$ cat src/rtl/wam_pkg.sv
package wam_pkg;
  localparam int unsigned ADR_ALM_MIN  = 0;
  localparam int unsigned ADR_ALM_HOUR = 1;
  localparam int unsigned ADR_ALM_DAYS = 2;
  localparam int unsigned ADR_CTRL     = 3;
  localparam int unsigned ADR_STATUS   = 4;

  localparam int unsigned CTRL_SEC_EN_BIT = 3;
  localparam int unsigned CTRL_ALM_EN_BIT = 4;
  localparam int unsigned STAT_ALM_BIT    = 0;
  localparam int unsigned STAT_SEC_BIT    = 1;
endpackage

$ cat src/rtl/wam_regs.sv
module wam_regs
  import wam_pkg::*;
#(
  parameter int DATA_W = 8,
  parameter int ADDR_W = 3,
  parameter int BCD_W  = 8,
  parameter int DAYS   = 7
) (
  input  logic              clk,
  input  logic              rst,
  input  logic              wr_en,
  input  logic [ADDR_W-1:0] wr_addr,
  input  logic [DATA_W-1:0] wr_data,
  input  logic              rd_en,
  input  logic [ADDR_W-1:0] rd_addr,
  input  logic              flag_alarm,
  input  logic              flag_sec,
  output logic [DATA_W-1:0] rd_data,
  output logic [BCD_W-1:0]  alm_min,
  output logic [BCD_W-1:0]  alm_hour,
  output logic [DAYS-1:0]   alm_mask,
  output logic              en_alarm_q,
  output logic              en_sec_q,
  output logic              en_alarm_d,
  output logic              en_sec_d,
  output logic              clr_alarm,
  output logic              clr_sec
);
  logic wr_min, wr_hour, wr_days, wr_ctrl, wr_stat;
  logic [DATA_W-1:0] rd_mux;

  assign wr_min  = wr_en && (wr_addr == ADDR_W'(ADR_ALM_MIN));
  assign wr_hour = wr_en && (wr_addr == ADDR_W'(ADR_ALM_HOUR));
  assign wr_days = wr_en && (wr_addr == ADDR_W'(ADR_ALM_DAYS));
  assign wr_ctrl = wr_en && (wr_addr == ADDR_W'(ADR_CTRL));
  assign wr_stat = wr_en && (wr_addr == ADDR_W'(ADR_STATUS));

  assign en_alarm_d = wr_ctrl ? wr_data[CTRL_ALM_EN_BIT] : en_alarm_q;
  assign en_sec_d   = wr_ctrl ? wr_data[CTRL_SEC_EN_BIT] : en_sec_q;
  assign clr_alarm  = wr_stat && wr_data[STAT_ALM_BIT];
  assign clr_sec    = wr_stat && wr_data[STAT_SEC_BIT];

  always_ff @(posedge clk) begin
    if (rst) begin
      alm_min    <= '0;
      alm_hour   <= '0;
      alm_mask   <= '0;
      en_alarm_q <= 1'b0;
      en_sec_q   <= 1'b0;
    end else begin
      if (wr_min)  alm_min  <= wr_data[BCD_W-1:0];
      if (wr_hour) alm_hour <= wr_data[BCD_W-1:0];
      if (wr_days) alm_mask <= wr_data[DAYS-1:0];
      en_alarm_q <= en_alarm_d;
      en_sec_q   <= en_sec_d;
    end
  end

  always_comb begin
    rd_mux = '0;
    case (rd_addr)
      ADDR_W'(ADR_ALM_MIN):  rd_mux = DATA_W'(alm_min);
      ADDR_W'(ADR_ALM_HOUR): rd_mux = DATA_W'(alm_hour);
      ADDR_W'(ADR_ALM_DAYS): rd_mux = DATA_W'(alm_mask);
      ADDR_W'(ADR_CTRL): begin
        rd_mux[CTRL_ALM_EN_BIT] = en_alarm_q;
        rd_mux[CTRL_SEC_EN_BIT] = en_sec_q;
      end
      ADDR_W'(ADR_STATUS): begin
        rd_mux[STAT_ALM_BIT] = flag_alarm;
        rd_mux[STAT_SEC_BIT] = flag_sec;
      end
      default: rd_mux = '0;
    endcase
  end

  always_ff @(posedge clk) begin
    if (rst)        rd_data <= '0;
    else if (rd_en) rd_data <= rd_mux;
  end
endmodule

$ cat src/rtl/wam_match.sv
module wam_match #(
  parameter int BCD_W  = 8,
  parameter int DAYS   = 7,
  parameter int WDAY_W = 3
) (
  input  logic              tick_1s,
  input  logic [BCD_W-1:0]  cur_sec,
  input  logic [BCD_W-1:0]  cur_min,
  input  logic [BCD_W-1:0]  cur_hour,
  input  logic [WDAY_W-1:0] cur_wday,
  input  logic [BCD_W-1:0]  alm_min,
  input  logic [BCD_W-1:0]  alm_hour,
  input  logic [DAYS-1:0]   alm_mask,
  input  logic              en_alarm,
  output logic              alarm_hit
);
  logic [DAYS-1:0] day_hit;
  logic            top_of_minute;
  logic            time_eq;

  for (genvar k = 0; k < DAYS; k++) begin : g_day
    assign day_hit[k] = alm_mask[k] && (cur_wday == WDAY_W'(k));
  end

  assign top_of_minute = tick_1s && (cur_sec == '0);
  assign time_eq       = (cur_min == alm_min) && (cur_hour == alm_hour);
  assign alarm_hit     = en_alarm && top_of_minute && time_eq && (|day_hit);
endmodule

$ cat src/rtl/wam_status.sv
module wam_status (
  input  logic clk,
  input  logic rst,
  input  logic set_alarm,
  input  logic set_sec,
  input  logic clr_alarm,
  input  logic clr_sec,
  input  logic en_alarm_d,
  input  logic en_sec_d,
  output logic alarm_flag,
  output logic sec_flag,
  output logic irq
);
  logic alarm_d, sec_d;

  assign alarm_d = set_alarm || (alarm_flag && !clr_alarm);
  assign sec_d   = set_sec   || (sec_flag   && !clr_sec);

  always_ff @(posedge clk) begin
    if (rst) begin
      alarm_flag <= 1'b0;
      sec_flag   <= 1'b0;
      irq        <= 1'b0;
    end else begin
      alarm_flag <= alarm_d;
      sec_flag   <= sec_d;
      irq        <= (alarm_d && en_alarm_d) || (sec_d && en_sec_d);
    end
  end
endmodule

$ cat src/rtl/weekly_alarm_cmp.sv
module weekly_alarm_cmp #(
  parameter int DATA_W = 8,
  parameter int ADDR_W = 3,
  parameter int BCD_W  = 8,
  parameter int DAYS   = 7,
  localparam int WDAY_W = $clog2(DAYS)
) (
  input  logic              clk,
  input  logic              rst,
  input  logic              tick_1s,
  input  logic [BCD_W-1:0]  cur_sec,
  input  logic [BCD_W-1:0]  cur_min,
  input  logic [BCD_W-1:0]  cur_hour,
  input  logic [WDAY_W-1:0] cur_wday,
  input  logic              wr_en,
  input  logic [ADDR_W-1:0] wr_addr,
  input  logic [DATA_W-1:0] wr_data,
  input  logic              rd_en,
  input  logic [ADDR_W-1:0] rd_addr,
  output logic [DATA_W-1:0] rd_data,
  output logic              alarm_flag,
  output logic              sec_flag,
  output logic              irq
);
  logic [BCD_W-1:0] alm_min, alm_hour;
  logic [DAYS-1:0]  alm_mask;
  logic en_alarm_q, en_sec_q, en_alarm_d, en_sec_d;
  logic clr_alarm, clr_sec, alarm_hit, sec_hit;

  wam_regs #(.DATA_W(DATA_W), .ADDR_W(ADDR_W), .BCD_W(BCD_W), .DAYS(DAYS)) regs_i (
    .clk(clk), .rst(rst), .wr_en(wr_en), .wr_addr(wr_addr), .wr_data(wr_data),
    .rd_en(rd_en), .rd_addr(rd_addr), .flag_alarm(alarm_flag), .flag_sec(sec_flag),
    .rd_data(rd_data), .alm_min(alm_min), .alm_hour(alm_hour), .alm_mask(alm_mask),
    .en_alarm_q(en_alarm_q), .en_sec_q(en_sec_q), .en_alarm_d(en_alarm_d),
    .en_sec_d(en_sec_d), .clr_alarm(clr_alarm), .clr_sec(clr_sec)
  );

  wam_match #(.BCD_W(BCD_W), .DAYS(DAYS), .WDAY_W(WDAY_W)) match_i (
    .tick_1s(tick_1s), .cur_sec(cur_sec), .cur_min(cur_min), .cur_hour(cur_hour),
    .cur_wday(cur_wday), .alm_min(alm_min), .alm_hour(alm_hour), .alm_mask(alm_mask),
    .en_alarm(en_alarm_q), .alarm_hit(alarm_hit)
  );

  assign sec_hit = tick_1s && en_sec_q;

  wam_status status_i (
    .clk(clk), .rst(rst), .set_alarm(alarm_hit), .set_sec(sec_hit),
    .clr_alarm(clr_alarm), .clr_sec(clr_sec), .en_alarm_d(en_alarm_d),
    .en_sec_d(en_sec_d), .alarm_flag(alarm_flag), .sec_flag(sec_flag), .irq(irq)
  );
endmodule

$ cat config.mk
export PLATFORM = sky130hd
export DESIGN_NAME = weekly_alarm_cmp
export DESIGN_NICKNAME = d
export VERILOG_FILES = /design/src/rtl/wam_pkg.sv /design/src/rtl/wam_regs.sv /design/src/rtl/wam_match.sv /design/src/rtl/wam_status.sv /design/src/rtl/weekly_alarm_cmp.sv
export SDC_FILE = /design/constraint.sdc
export NUM_CORES = 1
export LEC_CHECK = 0
export BUFFER_PORTS_ARGS = -buffer_cell sky130_fd_sc_hd__buf_2
export CAP_MARGIN = 25
export CORE_AREA = 4 4 66 68
export CTS_CLUSTER_SIZE = 30
export DETAILED_ROUTE_END_ITERATION = 7
export DIE_AREA = 0 0 70 72
export GPL_ROUTABILITY_DRIVEN = 0
export GPL_TIMING_DRIVEN = 0
export PLACE_DENSITY = 0.77
export SLEW_MARGIN = 20
export SYNTH_ARGS = -nofsm -noshare
export SYNTH_HDL_FRONTEND = slang
export SYNTH_SLANG_ARGS = --single-unit
$ cat constraint.sdc
create_clock -name clk -period 2.12 [get_ports clk]
set_input_delay 0.212 -clock clk [delete_from_list [all_inputs] [get_ports clk]]
set_output_delay 0.212 -clock clk [all_outputs]
set_load 0.1 [all_outputs]
Yosys cells after proc, flatten, opt, wreduce, memory -nomap -nowiden:

Index checks and enable logic that the tools add are counted.
W data, S select, Z words.

* bits in registers: 36
* output and inout port bits: 11
* input bits: 46
* word-level logic and storage cells: 65

* mux-type cells: 6
* reductions and logical operators: 34
* equality and inequality tests: 16

Operator list (number)
* $logic_and A1 B1 Y1: 24
* $eq A3 B2 Y1 const B: 6
* $eq A8 B8 Y1: 2
* $pmux W2 S4: 2
* $eq A3 B3 Y1 const B: 5
* $eq A3 B1 Y1 const B: 3
* $logic_not A3 Y1: 3
* $pmux W3 S3: 1
* $logic_not A8 Y1: 1
* $reduce_or A7 Y1: 1
* $logic_or A1 B1 Y1: 3
* $pmux W1 S3: 1
* $logic_not A1 Y1: 2
* $mux W1: 2

Depth between registers and ports, before layout:

* word-level depth: 8
* mapped depth: 5
* gate-level depth less buffers: 4

Cells and area by module:

From an unflattened synthesis, not the netlist that was laid out.

* cells, all modules: 194
* area total of the unflattened synthesis: 1886.8 um2

By module, submodules not included
* wam_regs: instances 1, area an instance 1481.4 um2, cells an instance 152
* wam_match: instances 1, area an instance 277.8 um2, cells an instance 31
* wam_status: instances 1, area an instance 121.4 um2, cells an instance 10
* weekly_alarm_cmp: instances 1, area an instance 6.3 um2, cells an instance 1

Worst setup path after synthesis:

Ideal clock, no wire load.

* kind: reg2reg
* from: reg status_i.sec_flag
* to: reg status_i.irq
* path buffers: 0
* stages on the path, launching flop included: 4
* setup time: 0.073 ns
* setup slack: 0.648 ns
* data arrival time: 1.399 ns
* cell sequence: dfxtp_1 > a21boi_1 > o211ai_1 > o211ai_2

* longest elaborated chain between the ends: 4

RTL lines
* from (decl): line wam_status.sv:11 `output logic sec_flag,`
* from (signal assigned): line wam_status.sv:22 `sec_flag <= 1'b0;`
* from (signal assigned): line wam_status.sv:26 `sec_flag <= sec_d;`
* $logic_and A1 B1 Y1: line wam_status.sv:17 `assign sec_d = set_sec || (sec_flag && !clr_sec);`
* $logic_or A1 B1 Y1: line wam_status.sv:17
* $logic_and A1 B1 Y1: line wam_status.sv:27 `irq <= (alarm_d && en_alarm_d) || (sec_d && en_sec_d);`
* $logic_or A1 B1 Y1: line wam_status.sv:27
* to (signal assigned): line wam_status.sv:27
* to (decl): line wam_status.sv:12 `output logic irq`

Every way passes these cells.
A chain may end at the register's enable or synchronous reset.

Final worst setup path:

* from: reg regs_i.en_alarm_q
* to: reg status_i.irq

* longest elaborated chain between the ends: 6

RTL lines
* from (decl): line wam_regs.sv:22 `output logic en_alarm_q,`
* from (signal assigned): line wam_regs.sv:54 `en_alarm_q <= en_alarm_d;`
* $logic_and A1 B1 Y1 (3 in a row): line wam_match.sv:27 `assign alarm_hit = en_alarm && top_of_minute && time_eq && (|day_hit);`
* $logic_or A1 B1 Y1: line wam_status.sv:16 `assign alarm_d = set_alarm || (alarm_flag && !clr_alarm);`
* $logic_and A1 B1 Y1 *: line wam_status.sv:27
* $logic_or A1 B1 Y1 *: line wam_status.sv:27

Mark *: on every way between the ends. The rest lies on a longest branch, timed or not.

==> parameters.txt <==
Parameter                              Value

Status
  Result of the run    completed

Yosys
  Area contributors post-synth    sky130_fd_sc_hd__dfxtp_1 39%, sky130_fd_sc_hd__mux2i_1 13%, sky130_fd_sc_hd__xor2_1 7.6%
  Synthesized net count    245
  YS warnings    0
  Post-synth EDFFs    0
  Share of synthesized registers carrying an async set or reset    0%
  Combined area of all synthesized cells    1850 um^2
  Area share of the leading cell type in the synthesized netlist    38.9%
  Cells after synthesis    199
  Per-instance average area after synthesis    9.31 um^2
  Total of flip-flops plus latches after synthesis    36
  Cell with the most instances after synthesis    sky130_fd_sc_hd__dfxtp_1
  Number of distinct library cell variants in the gate-level netlist after synthesis    37
  Leading cell types by count after synthesis    36 x sky130_fd_sc_hd__dfxtp_1, 26 x sky130_fd_sc_hd__nor2_1, 24 x sky130_fd_sc_hd__mux2i_1, 18 x sky130_fd_sc_hd__nand2_1, 16 x sky130_fd_sc_hd__xor2_1
  Cell type with the highest aggregate area in the netlist    sky130_fd_sc_hd__dfxtp_1
  Seq/Total Area, Yosys    38.9%
  Top flip-flop cell by instance count after synthesis    sky130_fd_sc_hd__dfxtp_1

Floorplanning
  Total die area    5040 um^2
  Area inside the core boundary    3860 um^2
  Overall die height    72 um
  Count of boundary I/O pins    57
  Width of the die    70 um
  Floorplan row count    23
  Initial standard-cell utilization of the core    48.1%

Clocking
  Inserted Clock Buffers    5
  TritonCTS clock tree    yes
  H-tree level count    2
  Number of buffers added for setup after CTS    0
  CTS sink cnt    36
  Clk slew on worst S/H paths    0.07 ns
  Post-CTS Hold Fix Bufs    0
  Cell at the root of the clock tree    sky130_fd_sc_hd__clkbuf_8
  Worst skew pair latency    0.29 ns
  CTS max path bufs    2
  Count of cells resized by post-cts repair    0

STA
  Number of endpoints with negative hold slack in the final report    0
  Tcrit/Tclk final    67.6%
  Unrepaired setup endpoints after global routing    false
  Final total negative setup slack    0 ns
  Transition time of the tightest slew-check pin    0.604 ns
  Fmax    0.698 GHz
  Final critical delay including setup and external delays    1.43 ns
  Clock skew    0.00381 ns
  Final Hold Slack    0.177 ns
  Max-slew headroom    59.5%
  Count of final setup violators    0
  Max-slew violation count    0

Detailed routing
  Count of routing violations after the opening detailed-route iteration    74
  Number of detailed-routing iterations run before antenna repair    4
  Number of nets with antenna violations after detailed routing    0
  DR DRC count    0
  Drt wl/cell    15.3 um
  WL final    4750 um
  Total via count in the routed design    1644
  Average via count per standard cell    5.30

Place
  DP Wirelength    3610 um
  Count of input and output buffers    54

Global route
  All-Layer GR Usage    19.3%
  Via count of the first global-routing pass    1619
  Pin count of the biggest net entering global routing    11
  Aggregate global routing overflow    0
  Initial antenna violation count    0
  Global-route wire length before repair    7560 um

Worst setup path
  Delay of the slowest critical-path stage    0.50 ns
  Category of the most critical setup path    reg2reg
  Slowest cell on crit path    sky130_fd_sc_hd__or4b_1
  Crit-path max FO    3
  FF-to-FF path depth    4
  Worst-path cell chain    or4b_1 -> nor4_4 -> nand4_1 -> o211ai_2
  First element of the critical path    regs_i.en_alarm_q
  R2r setup slk    0.69 ns
  Nature of the critical path startpoint    register
  Reg-to-reg critical path endpoint    status_i.irq
  CP Data Arrival Time    1.65 ns
  Data required time at the worst endpoint    2.34 ns
  Launching point of the worst reg2reg path    regs_i.en_alarm_q
  Crit end category    register

Power
  Internal power    1.06 mW
  Sequential share of power    49.4%
  Switching pwr    0.360 mW
  Worst IR drop on VDD    0.000449 V
  Switching power as a share of total power    25.4%
  Part of the power in the clock network    37.1%
  Pwr per Cell Area    621 nW/um^2
  Combinational fraction of design power    13.4%
  Leak pwr    0.981 nW

Cells and area
  Fraction of layout cells with a size suffix above 1    28.8%
  Antenna Cells    0
  Synth-to-Final Area Change    23.2%
  Count of nets after finishing    306

Worst hold path
  HP Start    wr_data[7]
  Hold Path Stages    3
  Endpoint, Worst Hold    regs_i.alm_hour[7]
  Path category of the worst min-delay check    in2reg

Job
  Number of max-cap violations    0
## flip-flops by register name (all words and copies together), names as in the netlist
| register | count |
|---|---|
| regs_i.alm_mask | 7 |
| status_i.irq | 1 |
| status_i.sec_flag | 1 |
| regs_i.rd_data | 8 |
| regs_i.en_sec_q | 1 |
| status_i.alarm_flag | 1 |
| regs_i.en_alarm_q | 1 |
| regs_i.alm_hour | 8 |
| regs_i.alm_min | 8 |
## worst max-delay path, delay by kind of cell, from the launching register on
| kind | cells | cell delay, ns |
|---|---|---|
| and+or+nand+nor | 3 | 0.85 |
| AOI/OAI and AO/OA | 1 | 0.14 |
| DFF | 1 | 0.38 |
## how the worst max path moves through the flow
stage                        endpoint  slack (ns)  depth (start not counted)
floorplan                status_i.irq        0.65                          3
global placement    regs_i.rd_data[0]        0.62                          5
detailed placement       status_i.irq        0.59                          5
CTS                      status_i.irq        0.68                          4
global route             status_i.irq        0.60                          4
finish                   status_i.irq        0.69                          4
## layout by cell type (no fill, tap or decap), types with 2 or more instances in the layout
master,Yosys,final
sky130_fd_sc_hd__a21oi_1,15,15
sky130_fd_sc_hd__a2bb2oi_1,2,2
sky130_fd_sc_hd__buf_2,5,59
sky130_fd_sc_hd__clkbuf_1,6,6
sky130_fd_sc_hd__clkbuf_8,0,7
sky130_fd_sc_hd__dfxtp_1,36,36
sky130_fd_sc_hd__mux2i_1,24,24
sky130_fd_sc_hd__mux4_2,3,3
sky130_fd_sc_hd__nand2_1,18,18
sky130_fd_sc_hd__nand2b_1,4,4
sky130_fd_sc_hd__nand3_1,3,3
sky130_fd_sc_hd__nand4_1,2,2
sky130_fd_sc_hd__nor2_1,26,26
sky130_fd_sc_hd__nor2b_1,7,7
sky130_fd_sc_hd__nor3_1,4,4
sky130_fd_sc_hd__nor3b_1,2,2
sky130_fd_sc_hd__nor4_1,2,2
sky130_fd_sc_hd__o211a_1,2,2
sky130_fd_sc_hd__o211ai_1,2,2
sky130_fd_sc_hd__o2bb2ai_1,3,3
sky130_fd_sc_hd__xor2_1,16,16
## final cells by class
| cell class | count | area [um^2] |
|---|---|---|
| tap | 50 | 62.6 |
| multi-input combinational | 151 | 1080 |
| inverter | 1 | 3.75 |
| buffer | 11 | 47.5 |
| timing repair buffer | 54 | 270 |
| fill | 365 | 1570 |
| sequential | 36 | 721 |
| clock buffer | 7 | 96.3 |
## power groups by stage
stage | clock network (mW) | registers, mW | logic [mW]
floorplan | 0 | 0.733 | 0.0895
global placement | 0 | 0.715 | 0.186
detailed placement | 0 | 0.715 | 0.189
CTS | 0.533 | 0.700 | 0.190
global route | 0.562 | 0.701 | 0.206
finish | 0.526 | 0.700 | 0.191
## cell families after synthesis
kind of cell    count (synthesis)  share of synthesized area, %
simple gates                   79                          22.8
buf+inv                        12                          2.77
flops                          36                          38.9
compound gates                 28                          10.1
xor+xnor                       16                          7.56
mux                            28                          17.8
## per-layer routing
metal  vias to the layer above  GRT usage, %  part of all wire (%)
met5                         -             0                     0
met4                         0          7.87                   2.3
met3                        10          5.40                   7.7
met2                        64          31.6                    47
met1                       752          24.0                    43
li1                        818             -                     -
## metrics by stage
step | std cells | worst slack [ns] | power (mW) | utilization, % | cell area, um^2
after floorplan | 199 | 0.648 | 0.823 | - | 1850
after global placement | 303 | 0.618 | 0.901 | 56.7 | 2190
after detailed placement | 303 | 0.587 | 0.904 | 56.7 | 2190
after CTS | 310 | 0.677 | 1.42 | 59.2 | 2280
after global routing | 310 | 0.599 | 1.47 | 59.2 | 2280
final | 310 | 0.688 | 1.42 | 59.2 | 2280
No activity file was read; power rests on OpenSTA's default activity.
